## src/rtl/pgmon_pkg.sv

```systemverilog
package pgmon_pkg;

    localparam int NRAIL  = 3;
    localparam int CODE_W = 2;

    typedef enum logic [CODE_W-1:0] {
        ERR_NONE   = 2'd0,
        ERR_MAIN12 = 2'd1,
        ERR_GPU    = 2'd2,
        ERR_CPU    = 2'd3
    } err_code_e;

    typedef enum logic [2:0] {
        ST_OFF,
        ST_RAMP,
        ST_SETTLE,
        ST_ARMED,
        ST_TRIPPED
    } rail_state_e;

    // Code of the lowest-indexed set bit; rail i maps to code i+1.
    function automatic err_code_e lowest_code(input logic [NRAIL-1:0] m);
        err_code_e c;
        c = ERR_NONE;
        for (int i = NRAIL - 1; i >= 0; i--) begin
            if (m[i]) c = err_code_e'(CODE_W'(i + 1));
        end
        return c;
    endfunction

endpackage

```

## src/rtl/pgmon_sync.sv

```systemverilog
module pgmon_sync #(
    parameter int W = 3
) (
    input  logic         clk,
    input  logic         rst,
    input  logic [W-1:0] d,
    output logic [W-1:0] q
);
    logic [W-1:0] stage1;

    always_ff @(posedge clk) begin
        if (rst) begin
            stage1 <= '0;
            q      <= '0;
        end else begin
            stage1 <= d;
            q      <= stage1;
        end
    end
endmodule

```

## src/rtl/pgmon_rail.sv

```systemverilog
module pgmon_rail
    import pgmon_pkg::*;
#(
    parameter int RAMP_MS    = 8,
    parameter int SETTLE_MS  = 3,
    parameter bit USE_SETTLE = 1'b0
) (
    input  logic clk,
    input  logic rst,
    input  logic tick,
    input  logic en,
    input  logic pg,
    output logic armed_o,
    output logic fault_o
);
    localparam int LIMIT = (RAMP_MS > SETTLE_MS) ? RAMP_MS : SETTLE_MS;
    localparam int CW    = $clog2(LIMIT + 1);

    rail_state_e     st;
    logic [CW-1:0]   cnt;

    always_ff @(posedge clk) begin
        if (rst || !en) begin
            st  <= ST_OFF;
            cnt <= '0;
        end else begin
            unique case (st)
                ST_OFF: begin
                    st  <= ST_RAMP;
                    cnt <= '0;
                end
                ST_RAMP: begin
                    if (pg) begin
                        st  <= USE_SETTLE ? ST_SETTLE : ST_ARMED;
                        cnt <= '0;
                    end else if (tick) begin
                        if (cnt == CW'(RAMP_MS - 1)) begin
                            st  <= ST_ARMED;
                            cnt <= '0;
                        end else begin
                            cnt <= cnt + 1'b1;
                        end
                    end
                end
                ST_SETTLE: begin
                    if (!pg) begin
                        st  <= ST_RAMP;
                        cnt <= '0;
                    end else if (tick) begin
                        if (cnt == CW'(SETTLE_MS)) begin
                            st  <= ST_ARMED;
                            cnt <= '0;
                        end else begin
                            cnt <= cnt + 1'b1;
                        end
                    end
                end
                ST_ARMED: begin
                    if (!pg) st <= ST_TRIPPED;
                end
                default: st <= ST_TRIPPED;
            endcase
        end
    end

    assign armed_o = (st == ST_ARMED);
    assign fault_o = armed_o && !pg;

    AST_ARM_NEEDS_EN: assert property (@(posedge clk) disable iff (rst)
        armed_o |-> $past(en));
    AST_TRIP_LATCHES: assert property (@(posedge clk) disable iff (rst)
        fault_o |=> !armed_o);
endmodule

```

## src/rtl/pgmon_report.sv

```systemverilog
module pgmon_report
    import pgmon_pkg::*;
#(
    parameter int N = NRAIL
) (
    input  logic            clk,
    input  logic            rst,
    input  logic [N-1:0]    fault,
    input  logic            clr,
    output logic            err_valid,
    output err_code_e       err_code
);
    logic any_fault;
    assign any_fault = |fault;

    always_ff @(posedge clk) begin
        if (rst) begin
            err_valid <= 1'b0;
            err_code  <= ERR_NONE;
        end else begin
            err_valid <= any_fault;
            if (any_fault)  err_code <= lowest_code(fault);
            else if (clr)   err_code <= ERR_NONE;
        end
    end

    AST_VALID_HAS_CODE: assert property (@(posedge clk) disable iff (rst)
        err_valid |-> (err_code != ERR_NONE));
    AST_MAIN_WINS: assert property (@(posedge clk) disable iff (rst)
        fault[0] |=> (err_code == ERR_MAIN12));
    AST_CLEAR_ZERO: assert property (@(posedge clk) disable iff (rst)
        (clr && !any_fault) |=> (err_code == ERR_NONE));
    AST_CODE_HELD: assert property (@(posedge clk) disable iff (rst)
        (!clr && !any_fault) |=> $stable(err_code));
endmodule

```

## src/rtl/pg_fault_mon.sv

```systemverilog
module pg_fault_mon
    import pgmon_pkg::*;
#(
    parameter int RAMP_MAIN_MS = 8,
    parameter int RAMP_GPU_MS  = 5,
    parameter int RAMP_CPU_MS  = 6,
    parameter int SETTLE_MS    = 3
) (
    input  logic              clk,
    input  logic              rst,
    input  logic              ms_tick,
    input  logic              en_main,
    input  logic              en_gpu_n,
    input  logic              en_cpu,
    input  logic              pg_main,
    input  logic              pg_gpu,
    input  logic              pg_cpu,
    input  logic              err_clr,
    output logic [NRAIL-1:0]  armed,
    output logic              err_valid,
    output logic [CODE_W-1:0] err_code
);
    // settling delay between SETTLE_MS and SETTLE_MS+1 ms must sit in 2..25 ms
    if (SETTLE_MS < 2 || SETTLE_MS > 24) begin : g_bad_settle
        $fatal(1, "SETTLE_MS out of range 2..24");
    end

    logic [NRAIL-1:0] en_act;
    logic [NRAIL-1:0] pg_raw;
    logic [NRAIL-1:0] pg_s;
    logic [NRAIL-1:0] fault;
    err_code_e        code_q;

    assign en_act = {en_cpu, ~en_gpu_n, en_main};
    assign pg_raw = {pg_cpu, pg_gpu, pg_main};

    pgmon_sync #(.W(NRAIL)) u_sync (
        .clk (clk),
        .rst (rst),
        .d   (pg_raw),
        .q   (pg_s)
    );

    for (genvar i = 0; i < NRAIL; i++) begin : g_rail
        localparam int RAMP_I = (i == 0) ? RAMP_MAIN_MS :
                                (i == 1) ? RAMP_GPU_MS  : RAMP_CPU_MS;
        pgmon_rail #(
            .RAMP_MS    (RAMP_I),
            .SETTLE_MS  (SETTLE_MS),
            .USE_SETTLE (i == 0)
        ) u_rail (
            .clk     (clk),
            .rst     (rst),
            .tick    (ms_tick),
            .en      (en_act[i]),
            .pg      (pg_s[i]),
            .armed_o (armed[i]),
            .fault_o (fault[i])
        );
    end

    pgmon_report #(.N(NRAIL)) u_report (
        .clk       (clk),
        .rst       (rst),
        .fault     (fault),
        .clr       (err_clr),
        .err_valid (err_valid),
        .err_code  (code_q)
    );

    assign err_code = code_q;

    AST_GPU_ACTIVE_LOW: assert property (@(posedge clk) disable iff (rst)
        armed[1] |-> !$past(en_gpu_n));
endmodule

```

## config.mk

```make
export PLATFORM = sky130hd
export DESIGN_NAME = pg_fault_mon
export DESIGN_NICKNAME = d
export VERILOG_FILES = /design/src/rtl/pgmon_pkg.sv /design/src/rtl/pgmon_sync.sv /design/src/rtl/pgmon_rail.sv /design/src/rtl/pgmon_report.sv /design/src/rtl/pg_fault_mon.sv
export SDC_FILE = /design/constraint.sdc
export NUM_CORES = 1
export LEC_CHECK = 0
export CAP_MARGIN = 5
export CORE_MARGIN = 1.5
export CORE_UTILIZATION = 50
export DETAILED_ROUTE_END_ITERATION = 8
export DONT_BUFFER_PORTS = 1
export GPL_TIMING_DRIVEN = 0
export PLACE_DENSITY = 0.75
export SYNTH_ARGS = -nofsm -noshare
export SYNTH_HDL_FRONTEND = slang
export SYNTH_HIERARCHICAL = 1
export SYNTH_SLANG_ARGS = --single-unit
```

## constraint.sdc

```tcl
create_clock -name clk -period 2.2 [get_ports clk]
set_clock_uncertainty 0.2 [all_clocks]
set_input_delay 0.33 -clock clk [delete_from_list [all_inputs] [get_ports clk]]
set_output_delay 0.33 -clock clk [all_outputs]
set_load 0.01 [all_outputs]
```

==> impl_results.md <==
- Drt total wl: around 3.6 mm
- Setup TNS: 0 ps
- Max Clk Rate: 0.527 GHz
- Cells after Synth: about 210
- Part of the power in registers: 61.5%
- Fin nets: 236
- Hold Crit Class: in -> reg
- Status: finished, final reports clean
- Relative slew slack: 68.9%
- Reg2Reg Setup Slack: 320 ps
- CTS tree: done
- Clock Tree Root: clkbuf_4
- Antenna-violating nets left: 0
- GRT Util Overall: 19.4%
- P&R area growth vs syn: 7.19%
- Distinct cells, synth: 57
- WS Path Type: reg -> out
- Crit path capture type: primary output
- GPL Wtd Cong: 0.797
- Vias in the first global route: 1442
- Async S/R FF share, synth: 0%
- Reg2reg path depth: 4
- Hpwl dp: 2.56 mm
- Final setup violation count: 0
- Via count: 1475
- GR peak layer: met2
- Num CTS Buffers: 3
- Max-Cap Viols: 0
- Initial Utilization: around 53%
- Critical path peak fanout: 10
- Clk slew on worst S/H paths: about 140 ps
- Filler cell count: 323
- Die Wd: approximately 63 um
- Reg area: ~560 um2
- Top-level port count: 16
- Initial antenna violation count: 0
- Comb power frac: 14.9%
- Rows: 21
- Drc violations: 0
- Sequential area share after synthesis: between 30% and 40%
- Die height: 63.2 um
- Sink Count: 28
- Post-synthesis net count: 226
- Post CTS Setup Buffer Count: 0
- Core footprint: 0.00342 mm2
- DRT Pass-1 Iters: 4
- Period utilisation layout: ~86%
- Die Area: 0.00399 mm2
- Met2 global-route usage: 32.7%
- Main synth FF type: dfxtp_1
- Drt first-iter violations: 56
- Final Power: 0.856 mW
- Vias/cell: 5.65
- Clock latency on the worst-skew pair: 320 ps
- HP Start: ms_tick
- Leak Pwr: 0.683 nW
- CTS max path bufs: 2
- Arr. time, crit path: about 1400 ps
- RSZ-0062 raised after global routing: false
- Utilization of the core after routing: 56.8%
- Port bufs: 0
- RR Endpoint: g_rail[0].u_rail/st[1]
- WP data required: 1670 ps
- Number of flops mapped to enable cells by yosys: 0
- Largest net degree at the start of global routing: 15
- PwrDens: 441 mW/mm2
- H-Tree Depth: 1
- Yosys warnings: 6
- Fin crit period: 1900 ps
- Final Hold Fails: 0
- Critical path launch point type: flop
- RR Startpoint: g_rail[0].u_rail/cnt[0]
- Met1 Usage GRT: 25.7%
- Met3 Usage GRT: approximately 3.0%
- Net switching fraction of the power: 24.7%
- Peak supply drop: 285 uV
- Cts repair resizes: 0
- Area occupied by multi-input gates: 0.00107 mm2
- Power Internal: 0.644 mW
- Min-Delay Endpoint: g_rail[0].u_rail/st[1]
- # diodes: 0
- Final Max Tran Viols: 0
- Cell area after synthesis: about 0.0018 mm2
- First-pass GRT wire length: 6.43 mm
- Share of cells above drive strength 1: 13.5%
- Slew @ Worst Pin: 460 ps
- Clk pwr share: about a quarter
- Syn Area/Cell: 8.75 um2
- Overflow after GRT: 0
- Switching pwr: around 0.21 mW
- Avg WL per Cell: 13.6 um
- Hold Path Depth: 2
- Yosys reg bits: 28
==> through the flow <==
stage,std cells,worst slack (ps),hold slack [ps],cell area [um2]
global placement,253,371,198,1870
finish,261,303,33.5,1940
floorplan,207,547,195,1810
detailed placement,253,374,199,1870
global route,261,178,6.38,1940
CTS,261,290,11.2,1940
==> worst max-delay path by stage <==
stage / startpoint / end / depth (start not counted)
after floorplan: g_rail[0].u_rail/cnt[0] / g_rail[0].u_rail/st[1] / 4
after global placement: g_rail[0].u_rail/cnt[0] / g_rail[0].u_rail/st[1] / 4
after detailed placement: g_rail[0].u_rail/cnt[0] / g_rail[0].u_rail/st[1] / 4
after CTS: g_rail[1].u_rail/st[1] / armed[1] / 2
after global routing: g_rail[0].u_rail/cnt[0] / g_rail[0].u_rail/st[1] / 4
final: g_rail[1].u_rail/st[1] / armed[1] / 2
==> power by group through the flow <==
stage	registers, mW	clock network, mW	logic, mW
floorplan	0.536	0	0.0993
global placement	0.537	0	0.114
detailed placement	0.537	0	0.117
CTS	0.526	0.218	0.127
global route	0.527	0.234	0.142
finish	0.526	0.202	0.127
==> registers in the layout (all words and copies together) (netlist names) <==
name                flops
g_rail.u_rail/cnt      10
u_sync/stage1           3
u_sync/q                3
g_rail.u_rail/st        9
u_report/err_code       2
u_report/err_valid      1
==> placed cells by master, fill, tap and decap left out, drive strengths merged, types with 3 or more instances in the layout <==
cell / synthesis / routed
nor3b: 7 / 7
o21ai: 8 / 8
nor2: 11 / 11
nor2b: 9 / 9
nor3: 4 / 4
inv: 19 / 19
a211oi: 7 / 7
o32ai: 3 / 3
nand2b: 6 / 6
nand3: 6 / 6
dlygate4sd3: 0 / 5
dfxtp: 28 / 28
a31oi: 4 / 4
buf: 12 / 12
mux2i: 3 / 3
xnor2: 4 / 4
nand3b: 4 / 4
a21oi: 18 / 18
ha: 9 / 9
nand2: 11 / 11
clkbuf: 0 / 3
==> logic make-up (layout without fill, tap and decap cells) <==
group                    after synthesis  count (layout)  share of synthesized area [%]
AND/OR/NAND/NOR                       75              75                           26.3
AO/OA/AOI/OAI                         57              57                           23.1
buffers and inverters                 31              39                           9.81
flip-flops                            28              28                           31.0
adder cells (fa/ha/maj)                9               9                           6.22
XOR/XNOR                               4               4                           1.93
multiplexers                           3               3                           1.66
==> layout make-up <==
class	count	share of cell area, %
Multi-Input combinational cell	148	55.3
Sequential cell	28	28.9
Buffer	12	5.48
Inverter	19	3.68
Tap cell	46	2.97
Timing Repair Buffer	5	2.58
Clock buffer	3	1.16
==> worst max-delay path, stage by stage, from the launching register on <==
cell and delay, ps:
dfxtp_1 460, buf_4 220, nor3b_1 380
==> layer usage <==
metal	part of all wire, %	wire length, um
met5	0	0
met4	0.76	27
met3	3.2	114
met2	48	1690
met1	48	1720
==> cells in the mapped netlist, drive strengths merged (6+ instances only) <==
cell type | number | share of area, %
nand2b | 6 | 2.1
o21ai | 8 | 2.2
nand3 | 6 | 1.9
nor2b | 9 | 3.1
a21oi | 18 | 5.0
inv | 19 | 3.9
ha | 9 | 6.2
nor3b | 7 | 3.5
dfxtp | 28 | 31
nand2 | 11 | 2.3
a211oi | 7 | 3.5
buf | 12 | 5.9
nor2 | 11 | 2.3
==> repair_timing <==
action / 4_1_cts / 5_1_grt
hold buffers: 5 / 0
endpoints found under the hold margin: 9 / 0
endpoints found under the setup margin: 0 / 0
Note: power is estimated with default switching activity, not from simulation.
